## src/rtl/sc_bank_pkg.sv

```systemverilog
package sc_bank_pkg;
  localparam int CTRL_LAT_BIT = 0;
  localparam int CTRL_CNT_BIT = 1;
  localparam int CTRL_SWR_BIT = 2;

  typedef struct packed {
    logic ctrlRead;
    logic latRead;
    logic latWrite;
    logic cntRead;
  } bankStrobe_t;
endpackage

```

## src/rtl/sc_bank_ctrl.sv

```systemverilog
module sc_bank_ctrl
  import sc_bank_pkg::*;
#(
  parameter int NUM_LAT  = 4,
  parameter int NUM_CNT  = 4,
  parameter int ADDR_W   = 4,
  parameter int LAT_BASE = 4,
  parameter int CNT_BASE = 8,
  localparam int LAT_IDX_W = (NUM_LAT > 1) ? $clog2(NUM_LAT) : 1,
  localparam int CNT_IDX_W = (NUM_CNT > 1) ? $clog2(NUM_CNT) : 1
) (
  input  logic                 clk,
  input  logic                 rstN,
  input  logic [ADDR_W-1:0]    addr,
  input  logic [2:0]           ctrlBits,
  input  logic                 wrEn,
  input  logic                 rdEn,
  output bankStrobe_t          strb,
  output logic [LAT_IDX_W-1:0] latSel,
  output logic [CNT_IDX_W-1:0] cntSel,
  output logic                 latClrMode,
  output logic                 cntClrMode,
  output logic                 swRst
);
  logic latHit, cntHit, ctrlHit, doRead;
  logic [ADDR_W-1:0] latOff, cntOff;

  always_comb begin
    latOff  = addr - ADDR_W'(LAT_BASE);
    cntOff  = addr - ADDR_W'(CNT_BASE);
    latHit  = (addr >= ADDR_W'(LAT_BASE)) && (addr < ADDR_W'(LAT_BASE + NUM_LAT));
    cntHit  = (addr >= ADDR_W'(CNT_BASE)) && (addr < ADDR_W'(CNT_BASE + NUM_CNT));
    ctrlHit = (addr == '0);
    doRead  = rdEn && !wrEn && !swRst;
    latSel  = latOff[LAT_IDX_W-1:0];
    cntSel  = cntOff[CNT_IDX_W-1:0];
    strb.ctrlRead = doRead && ctrlHit;
    strb.latRead  = doRead && latHit;
    strb.latWrite = wrEn && !swRst && latHit;
    strb.cntRead  = doRead && cntHit;
  end

  always_ff @(posedge clk or negedge rstN) begin
    if (!rstN) begin
      latClrMode <= 1'b0;
      cntClrMode <= 1'b0;
      swRst      <= 1'b0;
    end else if (swRst) begin
      latClrMode <= 1'b0;
      cntClrMode <= 1'b0;
      swRst      <= 1'b0;
    end else if (wrEn && ctrlHit) begin
      latClrMode <= ctrlBits[CTRL_LAT_BIT];
      cntClrMode <= ctrlBits[CTRL_CNT_BIT];
      swRst      <= ctrlBits[CTRL_SWR_BIT];
    end
  end
endmodule

```

## src/rtl/sc_bank_data.sv

```systemverilog
module sc_bank_data
  import sc_bank_pkg::*;
#(
  parameter int NUM_LAT = 4,
  parameter int LAT_W   = 8,
  parameter int NUM_CNT = 4,
  parameter int CNT_W   = 16,
  parameter int DATA_W  = 16,
  localparam int LAT_IDX_W = (NUM_LAT > 1) ? $clog2(NUM_LAT) : 1,
  localparam int CNT_IDX_W = (NUM_CNT > 1) ? $clog2(NUM_CNT) : 1
) (
  input  logic                       clk,
  input  logic                       rstN,
  input  bankStrobe_t                strb,
  input  logic [LAT_IDX_W-1:0]       latSel,
  input  logic [CNT_IDX_W-1:0]       cntSel,
  input  logic                       latClrMode,
  input  logic                       cntClrMode,
  input  logic                       swRst,
  input  logic                       rdEn,
  input  logic [LAT_W-1:0]           clrMask,
  input  logic [NUM_LAT*LAT_W-1:0]   evtIn,
  input  logic [NUM_CNT-1:0]         cntInc,
  output logic [DATA_W-1:0]          rdData,
  output logic [NUM_LAT*LAT_W-1:0]   latFlat,
  output logic [NUM_CNT*CNT_W-1:0]   cntFlat
);
  logic [LAT_W-1:0] latReg [NUM_LAT];
  logic [CNT_W-1:0] cntReg [NUM_CNT];
  logic [DATA_W-1:0] rdNext;

  for (genvar i = 0; i < NUM_LAT; i++) begin : g_lat
    logic [LAT_W-1:0] clrBits;
    always_comb begin
      clrBits = '0;
      if (latSel == LAT_IDX_W'(i)) begin
        if (strb.latRead && latClrMode)   clrBits = '1;
        if (strb.latWrite && !latClrMode) clrBits = clrMask;
      end
    end
    always_ff @(posedge clk or negedge rstN) begin
      if (!rstN)      latReg[i] <= '0;
      else if (swRst) latReg[i] <= '0;
      else            latReg[i] <= (latReg[i] & ~clrBits) | evtIn[i*LAT_W +: LAT_W];
    end
    assign latFlat[i*LAT_W +: LAT_W] = latReg[i];
  end

  for (genvar j = 0; j < NUM_CNT; j++) begin : g_cnt
    logic clrNow;
    assign clrNow = strb.cntRead && cntClrMode && (cntSel == CNT_IDX_W'(j));
    always_ff @(posedge clk or negedge rstN) begin
      if (!rstN)       cntReg[j] <= '0;
      else if (swRst)  cntReg[j] <= '0;
      else if (clrNow) cntReg[j] <= CNT_W'(cntInc[j]);
      else             cntReg[j] <= cntReg[j] + CNT_W'(cntInc[j]);
    end
    assign cntFlat[j*CNT_W +: CNT_W] = cntReg[j];
  end

  always_comb begin
    rdNext = '0;
    if (strb.ctrlRead) rdNext[1:0] = {cntClrMode, latClrMode};
    if (strb.latRead)  rdNext[LAT_W-1:0] = latReg[latSel];
    if (strb.cntRead)  rdNext[CNT_W-1:0] = cntReg[cntSel];
  end

  always_ff @(posedge clk or negedge rstN) begin
    if (!rstN)      rdData <= '0;
    else if (swRst) rdData <= '0;
    else if (rdEn)  rdData <= rdNext;
  end
endmodule

```

## src/rtl/status_cnt_bank.sv

```systemverilog
module status_cnt_bank
  import sc_bank_pkg::*;
#(
  parameter int NUM_LAT  = 4,
  parameter int LAT_W    = 8,
  parameter int NUM_CNT  = 4,
  parameter int CNT_W    = 16,
  parameter int ADDR_W   = 4,
  parameter int DATA_W   = 16,
  parameter int LAT_BASE = 4,
  parameter int CNT_BASE = 8,
  localparam int LAT_IDX_W = (NUM_LAT > 1) ? $clog2(NUM_LAT) : 1,
  localparam int CNT_IDX_W = (NUM_CNT > 1) ? $clog2(NUM_CNT) : 1
) (
  input  logic                     clk,
  input  logic                     rstN,
  input  logic [ADDR_W-1:0]        addr,
  input  logic [DATA_W-1:0]        wrData,
  input  logic                     wrEn,
  input  logic                     rdEn,
  output logic [DATA_W-1:0]        rdData,
  input  logic [NUM_LAT*LAT_W-1:0] evtIn,
  input  logic [NUM_CNT-1:0]       cntInc
);
  bankStrobe_t strb;
  logic [LAT_IDX_W-1:0] latSel;
  logic [CNT_IDX_W-1:0] cntSel;
  logic latClrMode, cntClrMode, swRst;
  logic [NUM_LAT*LAT_W-1:0] latFlat;
  logic [NUM_CNT*CNT_W-1:0] cntFlat;

  sc_bank_ctrl #(
    .NUM_LAT(NUM_LAT), .NUM_CNT(NUM_CNT), .ADDR_W(ADDR_W),
    .LAT_BASE(LAT_BASE), .CNT_BASE(CNT_BASE)
  ) u_ctrl (
    .clk(clk), .rstN(rstN), .addr(addr), .ctrlBits(wrData[2:0]),
    .wrEn(wrEn), .rdEn(rdEn), .strb(strb), .latSel(latSel), .cntSel(cntSel),
    .latClrMode(latClrMode), .cntClrMode(cntClrMode), .swRst(swRst)
  );

  sc_bank_data #(
    .NUM_LAT(NUM_LAT), .LAT_W(LAT_W), .NUM_CNT(NUM_CNT),
    .CNT_W(CNT_W), .DATA_W(DATA_W)
  ) u_data (
    .clk(clk), .rstN(rstN), .strb(strb), .latSel(latSel), .cntSel(cntSel),
    .latClrMode(latClrMode), .cntClrMode(cntClrMode), .swRst(swRst),
    .rdEn(rdEn && !wrEn), .clrMask(wrData[LAT_W-1:0]), .evtIn(evtIn),
    .cntInc(cntInc), .rdData(rdData), .latFlat(latFlat), .cntFlat(cntFlat)
  );
endmodule

```

## config.mk

```make
export PLATFORM = sky130hd
export DESIGN_NAME = status_cnt_bank
export DESIGN_NICKNAME = d
export VERILOG_FILES = /design/src/rtl/sc_bank_pkg.sv /design/src/rtl/sc_bank_ctrl.sv /design/src/rtl/sc_bank_data.sv /design/src/rtl/status_cnt_bank.sv
export SDC_FILE = /design/constraint.sdc
export NUM_CORES = 1
export LEC_CHECK = 0
export BUFFER_PORTS_ARGS = -buffer_cell sky130_fd_sc_hd__buf_2
export CAP_MARGIN = 20
export CORE_ASPECT_RATIO = 1.25
export CORE_MARGIN = 1.5
export CORE_UTILIZATION = 46
export DETAILED_ROUTE_END_ITERATION = 6
export PLACE_DENSITY = 0.65
export SYNTH_ARGS = -nofsm -noshare
export SYNTH_HDL_FRONTEND = slang
export SYNTH_HIERARCHICAL = 1
export SYNTH_SLANG_ARGS = --single-unit
export TNS_END_PERCENT = 100
```

## constraint.sdc

```tcl
create_clock -name clk -period 2.55 [get_ports clk]
set_clock_uncertainty 0.05 [all_clocks]
set_input_delay 0.255 -clock clk [delete_from_list [all_inputs] [get_ports clk]]
set_output_delay 0.255 -clock clk [all_outputs]
set_load 0.005 [all_outputs]
```

==> impl_metrics.tcl <==
set metrics [dict create \
    port_buffers 67 \
    grt_use_met3 0.0496 \
    setup-tns-final_ps 0 \
    critical_path_class "register to register" \
    arrival_ps 2400 \
    grt_pass1_wl_mm 24.4 \
    setup_viol 0 \
    dr.pass1.iters 5 \
    met2_usage 0.421 \
    drc_errors 0 \
    cpPeakStageDelay_ps 580 \
    ys_ff_latch 115 \
    grt_util_met1 0.259 \
    critPathBufInv 1 \
    relSlewSlack 0.545 \
    synth_area_um2 6020 \
    totalWireLength_mm 14.8 \
    ys_seq_area_frac 0.478 \
    startpoint_type "register" \
    grt_pass1_vias 4867 \
    synth_edf_count 0 \
    synth_largest_area_cell "dfrtp_1" \
    crit_slowest_cell "nor2b_1" \
    dieWidth_um 105 \
    cts_tree "done" \
    antenna_found_initial 0 \
    diodes 0 \
    grt_busiest_layer "met2" \
    grt_max_degree 41 \
    nets 722 \
    path_delay_family "simple AND/OR/NAND/NOR gates" \
    synth_area_leaders "dfrtp_1 (48%), mux4_2 (7.1%), a21oi_1 (4.9%)" \
    die_h_um 131 \
    drt_iter0_markers 270 \
    fillers 1109 \
    pre_cts_slack_ps 370 \
    path_clk_slew_ps 50 \
    yosysTopAreaCellShare 0.478 \
    finalInstanceArea_um2 7150 \
    final_core_util 0.562 \
    gr-usage-all-layers 0.232 \
    async_flop_share 1.00 \
    status "finished, final reports clean" \
    drive_above_1_share 0.210 \
    fin_ws_ps 378 \
    max-vdd-ir-drop_mv 0.410 \
    maxSlewViolCount 0 \
    tightest_slew_ps 682 \
    p_leak_uw 0.00322 \
    route.vias.total 4715 \
    grt-ovfl-total 0 \
    place.gp.congestion 0.852 \
    fin_crit_ps 2170 \
    dpl_cell_area_um2 6530 \
    numCtsBuffers 17 \
    path_cells "buf_4 > nor3_1 > nor2b_1 > a21oi_1 > o21ai_0 > a21oi_1" \
    die_area_um2 13800 \
    synthFlopType "dfrtp_1" \
    crit_top_cell "a21oi_1" \
    cp.required_ps 2780 \
    row_count 46 \
    syn_avg_cell_area_um2 10.3 \
    hold_path_class "input port to register" \
    worst-path-max-fanout 16 \
    cts_max_level 4 \
    cts_sinks 115 \
    clockBufferDepth 2 \
    p_per_area_nw_per_um2 785 \
    wl_per_cell_um 17.8 \
    core_area_um2 12700 \
    synth_cell_types 47 \
    cts-resized-gates 0 \
    worst_skew_pair.late_latency_ps 410 \
    syn_to_final_growth_pct 18.8 \
    boundaryPins 76 \
    final-hold-violation-count 0 \
    cts-root-buf "clkbuf_16" \
    fmax_mhz 460 \
    synth_cells 586 \
    drv_cap 0 \
    vias_per_cell 5.65 \
    crit_path_end_kind "register" \
    finalCritPeriodShare 0.852 \
    final_antenna_net_count 0 \
    start_util 0.473 \
    rsz0062_at_grt "no" \
    synth_warnings 6 \
    dp_hpwl_mm 10.8 \
    syn_nets 654 \
]
## state kept, by name (all words and copies together), names as in the netlist
register / flops
u_data/rdData: 16
u_ctrl/cntClrMode: 1
u_ctrl/latClrMode: 1
u_ctrl/swRst: 1
u_data/cntFlat: 64
u_data/latFlat: 32
## layer usage
layer / routed length (um) / vias up
li1: - / 2215
met5: 0 / -
met4: 400 / 0
met3: 646 / 28
met1: 5840 / 2321
met2: 7920 / 151
## final cells by class
type,count,area (um^2),area share
inverters,40,150,0.0210
well taps,168,210,0.0294
multi-input cells,396,2820,0.394
flip-flops and latches,115,2880,0.403
repair buffers,84,480,0.0672
clock inverters,9,128,0.0179
clock buffers,22,484,0.0678
## report_power, final
group          internal (uW)  total [uW]  switching, uW
registers               2060        2380            325
clock network           1630        2440            817
logic                    383         783            400
## Yosys cell counts (6+ instances only)
cell,instances
buf_2,8
xnor2_1,13
nand3_1,17
nand2_1,34
a22oi_1,6
mux4_2,19
xor2_1,28
nand2b_1,8
nor2_1,51
nand4_1,21
inv_1,40
and4_1,7
and3_1,8
mux2i_1,6
ha_1,8
o21ai_0,45
clkbuf_1,20
a21oi_1,59
or3_1,13
a22o_1,8
dfrtp_1,115
## per-stage QoR
| stage | hold WS (ps) | total power, uW | std cells |
|---|---|---|---|
| after floorplan | -90.6 | 2860 | 586 |
| after detailed placement | 215 | 3180 | 802 |
| after global placement | 213 | 3140 | 802 |
| after global routing | 16.4 | 5870 | 834 |
| final | 22.7 | 5610 | 834 |
| after CTS | 8.30 | 5650 | 834 |
## cells by family (layout without fill, tap and decap cells)
group | after synthesis | count (layout) | share of synthesized area
buf+inv | 75 | 155 | 0.0535
mux | 30 | 30 | 0.103
xor+xnor | 41 | 41 | 0.0597
fa+ha+maj | 8 | 8 | 0.0166
compound gates | 129 | 129 | 0.120
simple gates | 188 | 188 | 0.169
flops | 115 | 115 | 0.478
## cells in the final DEF, fill, tap and decap left out, types with 3 or more instances in the layout
cell type / n
and3_1: 8
nand2_1: 34
clkbuf_16: 17
buf_2: 66
a22o_1: 8
dfrtp_1: 115
nand2b_1: 8
nor4b_1: 3
o21ai_0: 45
clkinvlp_4: 3
xor2_1: 28
bufinv_16: 3
mux2i_1: 6
and4_1: 7
ha_1: 8
mux4_2: 19
nor3_1: 3
a21oi_1: 59
mux4_1: 5
xnor2_1: 13
nor2_1: 51
a22oi_1: 6
inv_1: 40
clkinv_2: 3
buf_4: 16
and2_1: 3
nand3_1: 17
nand4_1: 21
or4_1: 4
or3_1: 13
clkbuf_8: 4
## worst paths after layout
| path | slack [ps] | cells after the start | startpoint | end |
|---|---|---|---|---|
| worst max-delay path | 380 | 6 | u_ctrl/swRst | u_data/latFlat[14] |
| worst min register to register | 420 | 2 | u_data/rdData[2] | u_data/rdData[2] |
| min in group asynchronous | 330 | 2 | rstN | u_data/cntFlat[24] |
| worst max register to register | 380 | 6 | u_ctrl/swRst | u_data/latFlat[14] |
| max in group asynchronous | 1410 | 3 | rstN | u_data/latFlat[23] |
| worst min-delay path | 20 | 3 | evtIn[18] | u_data/latFlat[18] |
## tightest hold or removal path: stages
cell and delay, ps:
buf_2 90, inv_1 40, a21oi_1 50
## what timing repair did
item	4_1_cts	5_1_grt
endpoints found under the hold margin	34	0
setup buffers	0	0
hold buffers	1	0
Note: power is estimated with default switching activity, not from simulation.
